<file path="config.mk">
export PLATFORM = sky130hd
export DESIGN_NAME = pirq_bank
export DESIGN_NICKNAME = d
export VERILOG_FILES = /design/src/rtl/pirq_pkg.sv /design/src/rtl/pirq_access_mask.sv /design/src/rtl/pirq_setclr.sv /design/src/rtl/pirq_cfg_codec.sv /design/src/rtl/pirq_bank.sv
export SDC_FILE = /design/constraint.sdc
export NUM_CORES = 1
export LEC_CHECK = 0
export BUFFER_PORTS_ARGS = -buffer_cell sky130_fd_sc_hd__buf_2
export CAP_MARGIN = 0
export CORE_UTILIZATION = 53
export DETAILED_ROUTE_END_ITERATION = 6
export HOLD_SLACK_MARGIN = 0.08
export PLACE_DENSITY_LB_ADDON = 0.08
export SLEW_MARGIN = 15
export SYNTH_ARGS = -nofsm -noshare
export SYNTH_HDL_FRONTEND = slang
export SYNTH_SLANG_ARGS = --single-unit
</file>
<file path="constraint.sdc">
create_clock -name clk -period 1.2 [get_ports clk]
set_input_delay 0.18 -clock clk [delete_from_list [all_inputs] [get_ports clk]]
set_output_delay 0.18 -clock clk [all_outputs]
set_load 0.02 [all_outputs]
</file>
<file path="src/rtl/pirq_pkg.sv">
package pirq_pkg;

    localparam int REG_AW = 5;

    // Word index map; order is fixed by software drivers.
    typedef enum logic [REG_AW-1:0] {
        RI_WAKE   = 5'd0,
        RI_GROUP  = 5'd1,
        RI_EN_SET = 5'd2,
        RI_EN_CLR = 5'd3,
        RI_PD_SET = 5'd4,
        RI_PD_CLR = 5'd5,
        RI_AC_SET = 5'd6,
        RI_AC_CLR = 5'd7,
        RI_CFG_LO = 5'd8,
        RI_CFG_HI = 5'd9,
        RI_GMOD   = 5'd10,
        RI_NSCTL  = 5'd11
    } reg_idx_e;

    // Index of each set/clear bitmap inside the bitmap array.
    localparam int BM_EN   = 0;
    localparam int BM_PEND = 1;
    localparam int BM_ACT  = 2;
    localparam int NUM_MAPS = 3;

endpackage

</file>
<file path="src/rtl/pirq_access_mask.sv">
module pirq_access_mask #(
    parameter int NUM_IRQ = 32
) (
    input  logic               sec_disable,
    input  logic               secure,
    input  logic [NUM_IRQ-1:0] group_bits,
    output logic [NUM_IRQ-1:0] mask,
    output logic               ns_restricted,
    output logic               priv_access
);

    always_comb begin
        ns_restricted = !sec_disable && !secure;
        priv_access   = secure && !sec_disable;
        mask          = ns_restricted ? group_bits : {NUM_IRQ{1'b1}};
    end

endmodule

</file>
<file path="src/rtl/pirq_setclr.sv">
module pirq_setclr #(
    parameter int W = 32
) (
    input  logic         clk,
    input  logic         rst_n,
    input  logic         set_we,
    input  logic         clr_we,
    input  logic [W-1:0] wdata,
    input  logic [W-1:0] mask,
    output logic [W-1:0] bits_q
);

    logic [W-1:0] bits_d;
    logic [W-1:0] eff;

    always_comb begin
        eff    = wdata & mask;
        bits_d = bits_q;
        if (set_we) bits_d = bits_d | eff;
        if (clr_we) bits_d = bits_d & ~eff;
    end

    always_ff @(posedge clk or negedge rst_n) begin
        if (!rst_n) bits_q <= '0;
        else        bits_q <= bits_d;
    end

    AST_SET_TAKES: assert property (@(posedge clk) disable iff (!rst_n)
        set_we |=> ((bits_q & $past(wdata & mask)) == $past(wdata & mask)));

    AST_CLR_TAKES: assert property (@(posedge clk) disable iff (!rst_n)
        clr_we |=> ((bits_q & $past(wdata & mask)) == '0));

    AST_MASK_KEEPS: assert property (@(posedge clk) disable iff (!rst_n)
        (set_we || clr_we) |=> (((bits_q ^ $past(bits_q)) & ~$past(mask)) == '0));

endmodule

</file>
<file path="src/rtl/pirq_cfg_codec.sv">
module pirq_cfg_codec #(
    parameter int NUM_IRQ = 32,
    localparam int HALF   = NUM_IRQ / 2
) (
    input  logic [HALF-1:0]    edge_half,
    input  logic [HALF-1:0]    mask_half,
    input  logic [NUM_IRQ-1:0] wdata,
    output logic [NUM_IRQ-1:0] rd_word,
    output logic [HALF-1:0]    wr_half
);

    // Each line owns a 2-bit field; only its odd bit carries the edge flag.
    for (genvar i = 0; i < HALF; i++) begin : g_field
        assign rd_word[2*i]   = 1'b0;
        assign rd_word[2*i+1] = edge_half[i] & mask_half[i];
        assign wr_half[i]     = wdata[2*i+1];
    end

endmodule

</file>
<file path="src/rtl/pirq_bank.sv">
module pirq_bank
    import pirq_pkg::*;
#(
    parameter int NUM_IRQ = 32,
    localparam int HALF   = NUM_IRQ / 2,
    localparam int AW     = REG_AW
) (
    input  logic               clk,
    input  logic               rst_n,
    input  logic               req_valid,
    input  logic               req_write,
    input  logic [AW-1:0]      req_addr,
    input  logic [NUM_IRQ-1:0] req_wdata,
    input  logic               req_secure,
    input  logic               sec_disable,
    input  logic [NUM_IRQ-1:0] irq_level,
    output logic               rsp_valid,
    output logic [NUM_IRQ-1:0] rsp_rdata,
    output logic               rsp_err,
    output logic [NUM_IRQ-1:0] pend_view
);

    localparam logic [NUM_IRQ-1:0] EVEN_BITS = {HALF{2'b01}};

    typedef struct packed {
        logic [NUM_IRQ-1:0] group;
        logic [NUM_IRQ-1:0] gmod;
        logic [NUM_IRQ-1:0] nsctl;
        logic [HALF-1:0]    edge_hi;
        logic               wake;
        logic               rsp_valid;
        logic               rsp_err;
        logic [NUM_IRQ-1:0] rsp_rdata;
    } state_t;

    state_t st_d, st_q;

    logic [NUM_IRQ-1:0]  mask;
    logic                ns_restricted;
    logic                priv_access;
    logic [NUM_MAPS-1:0] set_we, clr_we;
    logic [NUM_IRQ-1:0]  bm_q [NUM_MAPS];
    logic [NUM_IRQ-1:0]  edge_full;
    logic [NUM_IRQ-1:0]  pend_merge;
    logic [NUM_IRQ-1:0]  cfg_hi_rd;
    logic [HALF-1:0]     cfg_hi_wr;

    pirq_access_mask #(.NUM_IRQ(NUM_IRQ)) u_mask (
        .sec_disable   (sec_disable),
        .secure        (req_secure),
        .group_bits    (st_q.group),
        .mask          (mask),
        .ns_restricted (ns_restricted),
        .priv_access   (priv_access)
    );

    for (genvar k = 0; k < NUM_MAPS; k++) begin : g_map
        pirq_setclr #(.W(NUM_IRQ)) u_bm (
            .clk    (clk),
            .rst_n  (rst_n),
            .set_we (set_we[k]),
            .clr_we (clr_we[k]),
            .wdata  (req_wdata),
            .mask   (mask),
            .bits_q (bm_q[k])
        );
    end

    pirq_cfg_codec #(.NUM_IRQ(NUM_IRQ)) u_cfg (
        .edge_half (st_q.edge_hi),
        .mask_half (mask[NUM_IRQ-1:HALF]),
        .wdata     (req_wdata),
        .rd_word   (cfg_hi_rd),
        .wr_half   (cfg_hi_wr)
    );

    // Software-generated lines never become edge flagged in this bank.
    assign edge_full  = {st_q.edge_hi, {HALF{1'b0}}};
    assign pend_merge = bm_q[BM_PEND] | (irq_level & ~edge_full);
    assign pend_view  = pend_merge;

    always_comb begin
        st_d           = st_q;
        st_d.rsp_valid = req_valid;
        st_d.rsp_err   = 1'b0;
        st_d.rsp_rdata = '0;
        set_we         = '0;
        clr_we         = '0;
        if (req_valid) begin
            case (req_addr)
                RI_WAKE: begin
                    if (req_write) st_d.wake = req_wdata[0];
                    else st_d.rsp_rdata = {{(NUM_IRQ-2){1'b0}}, st_q.wake, st_q.wake};
                end
                RI_GROUP: begin
                    if (!ns_restricted) begin
                        if (req_write) st_d.group = req_wdata;
                        else           st_d.rsp_rdata = st_q.group;
                    end
                end
                RI_EN_SET, RI_EN_CLR: begin
                    if (req_write) begin
                        set_we[BM_EN] = (req_addr == RI_EN_SET);
                        clr_we[BM_EN] = (req_addr == RI_EN_CLR);
                    end else st_d.rsp_rdata = bm_q[BM_EN] & mask;
                end
                RI_PD_SET, RI_PD_CLR: begin
                    if (req_write) begin
                        set_we[BM_PEND] = (req_addr == RI_PD_SET);
                        clr_we[BM_PEND] = (req_addr == RI_PD_CLR);
                    end else st_d.rsp_rdata = pend_merge & mask;
                end
                RI_AC_SET, RI_AC_CLR: begin
                    if (req_write) begin
                        set_we[BM_ACT] = (req_addr == RI_AC_SET);
                        clr_we[BM_ACT] = (req_addr == RI_AC_CLR);
                    end else st_d.rsp_rdata = bm_q[BM_ACT] & mask;
                end
                RI_CFG_LO: begin
                    // Lower lines are fixed level flagged: reads zero, writes dropped.
                    st_d.rsp_rdata = '0;
                end
                RI_CFG_HI: begin
                    if (req_write)
                        st_d.edge_hi = (st_q.edge_hi & ~mask[NUM_IRQ-1:HALF])
                                     | (cfg_hi_wr & mask[NUM_IRQ-1:HALF]);
                    else st_d.rsp_rdata = cfg_hi_rd;
                end
                RI_GMOD: begin
                    if (priv_access) begin
                        if (req_write) st_d.gmod = req_wdata;
                        else           st_d.rsp_rdata = st_q.gmod;
                    end
                end
                RI_NSCTL: begin
                    if (priv_access) begin
                        if (req_write) st_d.nsctl = req_wdata;
                        else           st_d.rsp_rdata = st_q.nsctl;
                    end
                end
                default: st_d.rsp_err = 1'b1;
            endcase
        end
    end

    always_ff @(posedge clk or negedge rst_n) begin
        if (!rst_n) st_q <= '0;
        else        st_q <= st_d;
    end

    assign rsp_valid = st_q.rsp_valid;
    assign rsp_rdata = st_q.rsp_rdata;
    assign rsp_err   = st_q.rsp_err;

    AST_RSP_FOLLOWS_REQ: assert property (@(posedge clk) disable iff (!rst_n)
        rsp_valid == $past(req_valid && rst_n));

    AST_ERR_NO_DATA: assert property (@(posedge clk) disable iff (!rst_n)
        rsp_err |-> (rsp_valid && rsp_rdata == '0));

    AST_GROUP_RAZ: assert property (@(posedge clk) disable iff (!rst_n)
        $past(req_valid && !req_write && req_addr == RI_GROUP && !req_secure && !sec_disable)
        |-> (rsp_rdata == '0));

    AST_PRIV_RAZ: assert property (@(posedge clk) disable iff (!rst_n)
        $past(req_valid && !req_write && (req_addr == RI_GMOD || req_addr == RI_NSCTL)
              && !(req_secure && !sec_disable))
        |-> (rsp_rdata == '0));

    AST_CFG_EVEN_ZERO: assert property (@(posedge clk) disable iff (!rst_n)
        $past(req_valid && !req_write && (req_addr == RI_CFG_LO || req_addr == RI_CFG_HI))
        |-> ((rsp_rdata & EVEN_BITS) == '0));

    AST_CFG_LO_WI: assert property (@(posedge clk) disable iff (!rst_n)
        $past(req_valid && req_write && req_addr == RI_CFG_LO)
        |-> $stable(pend_view) || !$stable(irq_level));

endmodule

</file>
== Yosys cells after proc, flatten, opt, wreduce, memory -nomap -nowiden ==
Index checks and enable logic that the tools add are counted.
Storage, ports and cells
  bits in registers: 243
  input bits: 75
  output and inout bits: 66
  logic and storage cells: 106
Operators by class
  equal/unequal tests: 11
  multiplexer cells: 35
  bitwise gates (word level): 35
  reductions and logical operators: 14
Operators with widths (number)
  $mux W32: 17
  $and A32 B32 Y32: 8
  $pmux W32 S8: 1
  $or A32 B32 Y32: 4
  $not A32 Y32: 2
  $mux W33: 1
  $and A16 B16 Y16: 2
  $eq A5 B3 Y1 const B: 4
  $eq A5 B4 Y1 const B: 4
  $and A1 B1 Y1: 16
  $not A16 Y16: 1
  $or A16 B16 Y16: 1
  $mux W1: 13
  $reduce_and A4 Y1: 3
  $reduce_or A12 Y1: 1
  $eq A5 B2 Y1 const B: 2
  $mux W3: 2
  $reduce_and A3 Y1: 2
  $reduce_or A2 Y1: 3
  $eq A5 B1 Y1 const B: 1
  $logic_not A5 Y1: 1
  $logic_and A1 B1 Y1: 2
  $logic_not A1 Y1: 2
  $mux W2: 1
  $not A1 Y1: 1

== Logic depth before layout (Yosys ltp) ==
  depth in word-level cells: 8
  depth in mapped cells: 7

== Cells and area by module ==
From an unflattened synthesis, not the netlist that was laid out.
Second synthesis, totals
  cell total of the unflattened synthesis: 1098
  area, all modules: 12408.2 sq um
Modules (own cells, without submodules)
  pirq_bank: times used 1, cells an instance 703, area an instance 8069.0 sq um
  pirq_setclr: times used 3, cells an instance 102, area an instance 1249.9 sq um
  pirq_cfg_codec: times used 1, cells an instance 49, area an instance 344.1 sq um
  pirq_access_mask: times used 1, cells an instance 40, area an instance 245.2 sq um

== Worst setup path before layout ==
Ideal clock, no wire load.
  kind: input port to flip-flop
  start: input req_addr[3]
  end: register (tool-made name)
  data arrival time: 1637 ps
  path slack: -565 ps
  cell stages on the path: 7
  path buffers: 3
  path through: buf_4 inv_1 or4_1 clkbuf_1 buf_2 nor2b_1 mux2_1
RTL lines
  start, declared: line pirq_bank.sv:12  | input logic [AW-1:0] req_addr,

==> run summary <==
The flow ran to the end, but the final reports show violations. The final reports fail on negative setup slack. The cell count after synthesis came out at 1,043. Total global-route track usage: 0.342. The tools report the count of nets after finishing as 1,454.

The placed wire-length estimate is 25,100 µm. The die extent in y came out at 152 µm. Setup repair after global routing could not meet its margin everywhere. The tool flagged a number of max-cap violations equal to 0. The transition at the pin with the smallest max-transition slack was 371 ps.

The die width works out to 152 µm. The tools report the area taken by flip-flops and latches as 6080 µm². After the first detailed-routing iteration, the DRC count stood at 797.

The starting density of the core came out at 0.542. Summing all multi-input logic gate instances after layout gives 6330 µm². In this run the count of I/O pins placed on the die edge is 141. For the worst-skew pair, the clock arrives at the later sink with an insertion delay of 540 ps.

Before antenna repair, the detailed router went through 5 iterations. The cell at the slowest stage of the critical path is sky130_fd_sc_hd__dfrtp_1. After detailed routing, the total wire length is 41,700 µm. The total design power came out at 22.1 mW. After global routing the overflow that remains totals 0. For the worst slew slack as a fraction of its limit, the log shows 0.746.

The tools report the number of failing hold endpoints at the final stage as 0. The layout has 1,228 filler cells. By area the synthesized netlist is led by sky130_fd_sc_hd__dfrtp_1 51%, sky130_fd_sc_hd__a21oi_1 9.3%, sky130_fd_sc_hd__mux2_2 7.4%, sky130_fd_sc_hd__mux2i_1 4.6%, sky130_fd_sc_hd__mux2_4 3.8%. The routed layout has 10,400 vias. The total leakage power is 8.31 nW. The worst-case IR drop observed on VDD is 0.00105 V. Total power density per cell area: 1250 nW/µm².

The share of synthesized registers carrying an async set or reset was 1.00. sky130_fd_sc_hd__dfrtp_1 takes more of the synthesized area than any other cell. For this run, the top clock speed supported by timing is 621 MHz. From synthesis to final layout, the design area changed by 48.9%. At the worst endpoint, the arrival time is 1430 ps. The number of global-route vias before repair was 9,911. The critical path data required time was 1020 ps. Traced cell by cell, the critical path runs through inv_1, a21o_1, buf_6, buf_6. The setup slack after layout came out at -411 ps.

Startpoint class of the critical path: a flop. The mapped netlist covers 11,900 µm². Timing analysis after detailed placement gives a worst setup slack of -661 ps. The tightest min-delay check is of the in2async type. After synthesis, the netlist uses 54 different library cells.

Clock tree synthesis found a total of 243 sinks. The post-synthesis sequential area ratio was 0.513. Clock tree synthesis selected as its root buffer the cell sky130_fd_sc_hd__clkbuf_16. For the remaining design rule violation count, the log shows 0.

The run gives 0 as the count of warnings emitted by yosys. The total of buffers placed on input and output ports is 140. The most numerous cell type found on the critical path is sky130_fd_sc_hd__buf_6. For the total CTS buffers, the log shows 26. The residual antenna-violating net count after detailed routing is 0.

Fraction of the cycle the final worst path needs: 1.34. Number of nets in the synthesized netlist: 1,118. The share of Yosys cell area claimed by the top area cell type works out to 0.513. Number of endpoints failing setup at the final stage: 150. TritonCTS built the clock tree. For this run, the leading register cell type out of synthesis is sky130_fd_sc_hd__dfrtp_1. The largest net degree at the start of global routing was 47; the maximum net fanout on the critical path was 3. Total placed cells including tap cells: 1,511. Type of destination of the critical path: a primary output. The classification of the worst setup path is reg2out.

The ratio of cells with drive above 1 in the final layout was 0.531. The number of levels in the clock H-tree came out at 1. The longest clock path from root to sink contains 3 buffers. The maximum clock skew at final layout is 10.3 ps. The count of pins over their slew limit came out at 0. Using the TritonRoute via totals, the vias-per-cell ratio works out to 6.21.

The weighted congestion reported at the end of routability-driven placement is 0.862. The number of synthesized register bits came out at 243. Counting flops with a built-in enable in the synthesized netlist gives 0. The first global-routing pass estimated 58,000 µm of wire.

The tools report the die outline area as 23,000 µm². The core outline area was 21,900 µm²; the clock-pin slew of the registers on the worst-case setup and hold paths was 60 ps. The average routed wire per standard cell works out to 24.9 µm. Once layout is complete, the cells apart from fillers number 1,677. The number of antenna violations at the first check in global routing came out at 1. The minimum period implied by the final worst setup slack works out to 1610 ps. After floorplanning, the core was divided into 54 placement rows.

The largest single stage delay on the critical path is 380 ps. The per-instance average area after synthesis was 11.4 µm².
placed cells by master, fill, tap and decap left out, types with 19 or more instances in the layout:
cell type	count
sky130_fd_sc_hd__clkbuf_16	31
sky130_fd_sc_hd__dlygate4sd3_1	35
sky130_fd_sc_hd__mux2_2	24
sky130_fd_sc_hd__or2_4	26
sky130_fd_sc_hd__dfrtp_1	243
sky130_fd_sc_hd__buf_2	67
sky130_fd_sc_hd__mux2_4	95
sky130_fd_sc_hd__a21oi_2	50
sky130_fd_sc_hd__o21a_1	19
sky130_fd_sc_hd__a21oi_1	169
sky130_fd_sc_hd__buf_6	102
sky130_fd_sc_hd__mux2i_1	55
sky130_fd_sc_hd__buf_4	174
sky130_fd_sc_hd__buf_12	27
layout make-up:
type | count | area share
Timing Repair Buffer | 419 | 0.224
Inverter | 10 | 0.00213
Clock inverter | 7 | 0.00638
Tap cell | 280 | 0.0198
Clock buffer | 38 | 0.0446
Sequential cell | 243 | 0.344
Antenna cell | 1 | 0.000142
Multi-Input combinational cell | 679 | 0.359
power breakdown:
part           total [mW]  leakage, nW  internal [mW]  switching [mW]
clock network        8.53        0.442           5.15            3.38
logic                4.28         4.57           2.28            2.00
registers            9.34         3.30           8.86           0.478
per-layer routing:
layer | part of all wire | global-route usage | wire (µm)
met3 | 0.076 | 0.0587 | 3170
met4 | 0.039 | 0.132 | 1640
met1 | 0.41 | 0.460 | 17000
met2 | 0.48 | 0.553 | 19900
met5 | 0.00041 | 0 | 17
cells by family after synthesis:
logic type      Yosys count  share of synthesized area
simple gates            149                     0.0761
compound gates          353                      0.183
mux                     177                      0.172
buf+inv                 121                     0.0565
flops                   243                      0.513
cell usage after synthesis (22+ instances only):
| master | count |
|---|---|
| sky130_fd_sc_hd__buf_4 | 38 |
| sky130_fd_sc_hd__buf_2 | 34 |
| sky130_fd_sc_hd__clkbuf_1 | 33 |
| sky130_fd_sc_hd__mux2_2 | 78 |
| sky130_fd_sc_hd__o21a_1 | 22 |
| sky130_fd_sc_hd__a21oi_1 | 221 |
| sky130_fd_sc_hd__mux2_4 | 30 |
| sky130_fd_sc_hd__nor2_1 | 26 |
| sky130_fd_sc_hd__dfrtp_1 | 243 |
| sky130_fd_sc_hd__mux2i_1 | 55 |
| sky130_fd_sc_hd__or2_2 | 26 |
| sky130_fd_sc_hd__o2bb2ai_1 | 23 |
path summary, 6_finish.rpt:
check	from	end	slack, ps	cells after the start
max in group asynchronous	rst_n	rsp_rdata[7]	520	4
setup reg to reg	st_q[140]	rsp_rdata[19]	-280	4
setup / recovery	flop	pend_view[21]	-410	4
hold reg to reg	st_q[34]	st_q[34]	510	1
hold / removal	rst_n	rsp_rdata[2]	70	2
min in group clk	req_write	rsp_rdata[18]	140	4
repair_timing:
action | 4_1_cts | 5_1_grt
cloned | 3 | 5
buffers inserted | 56 | 28
gates resized for setup | 298 | 191
endpoints found under the hold margin | 369 | 1
hold buffers | 34 | 1
pin swaps | 56 | 43
endpoints found under the setup margin | 234 | 275
metrics by stage:
step            util  area [µm²]  TNS (ps)  hold slack, ps
4_1_cts        0.759       16600    -12870            69.9
6_report       0.807       17700    -15530            72.0
3_3_place_gp   0.634       13900   -129240            34.8
2_1_floorplan      -       12100    -74670            -116
3_5_place_dp   0.634       13900   -133940            33.5
5_1_grt        0.806       17700    -20040            98.1
critical path, delay by kind of cell, from the launching register on:
kind                   cells  cell delay [ps]
DFF                        1              380
buffers and inverters      3              300
AOI/OAI and AO/OA          1              210
(Power assumes the default switching activity.)
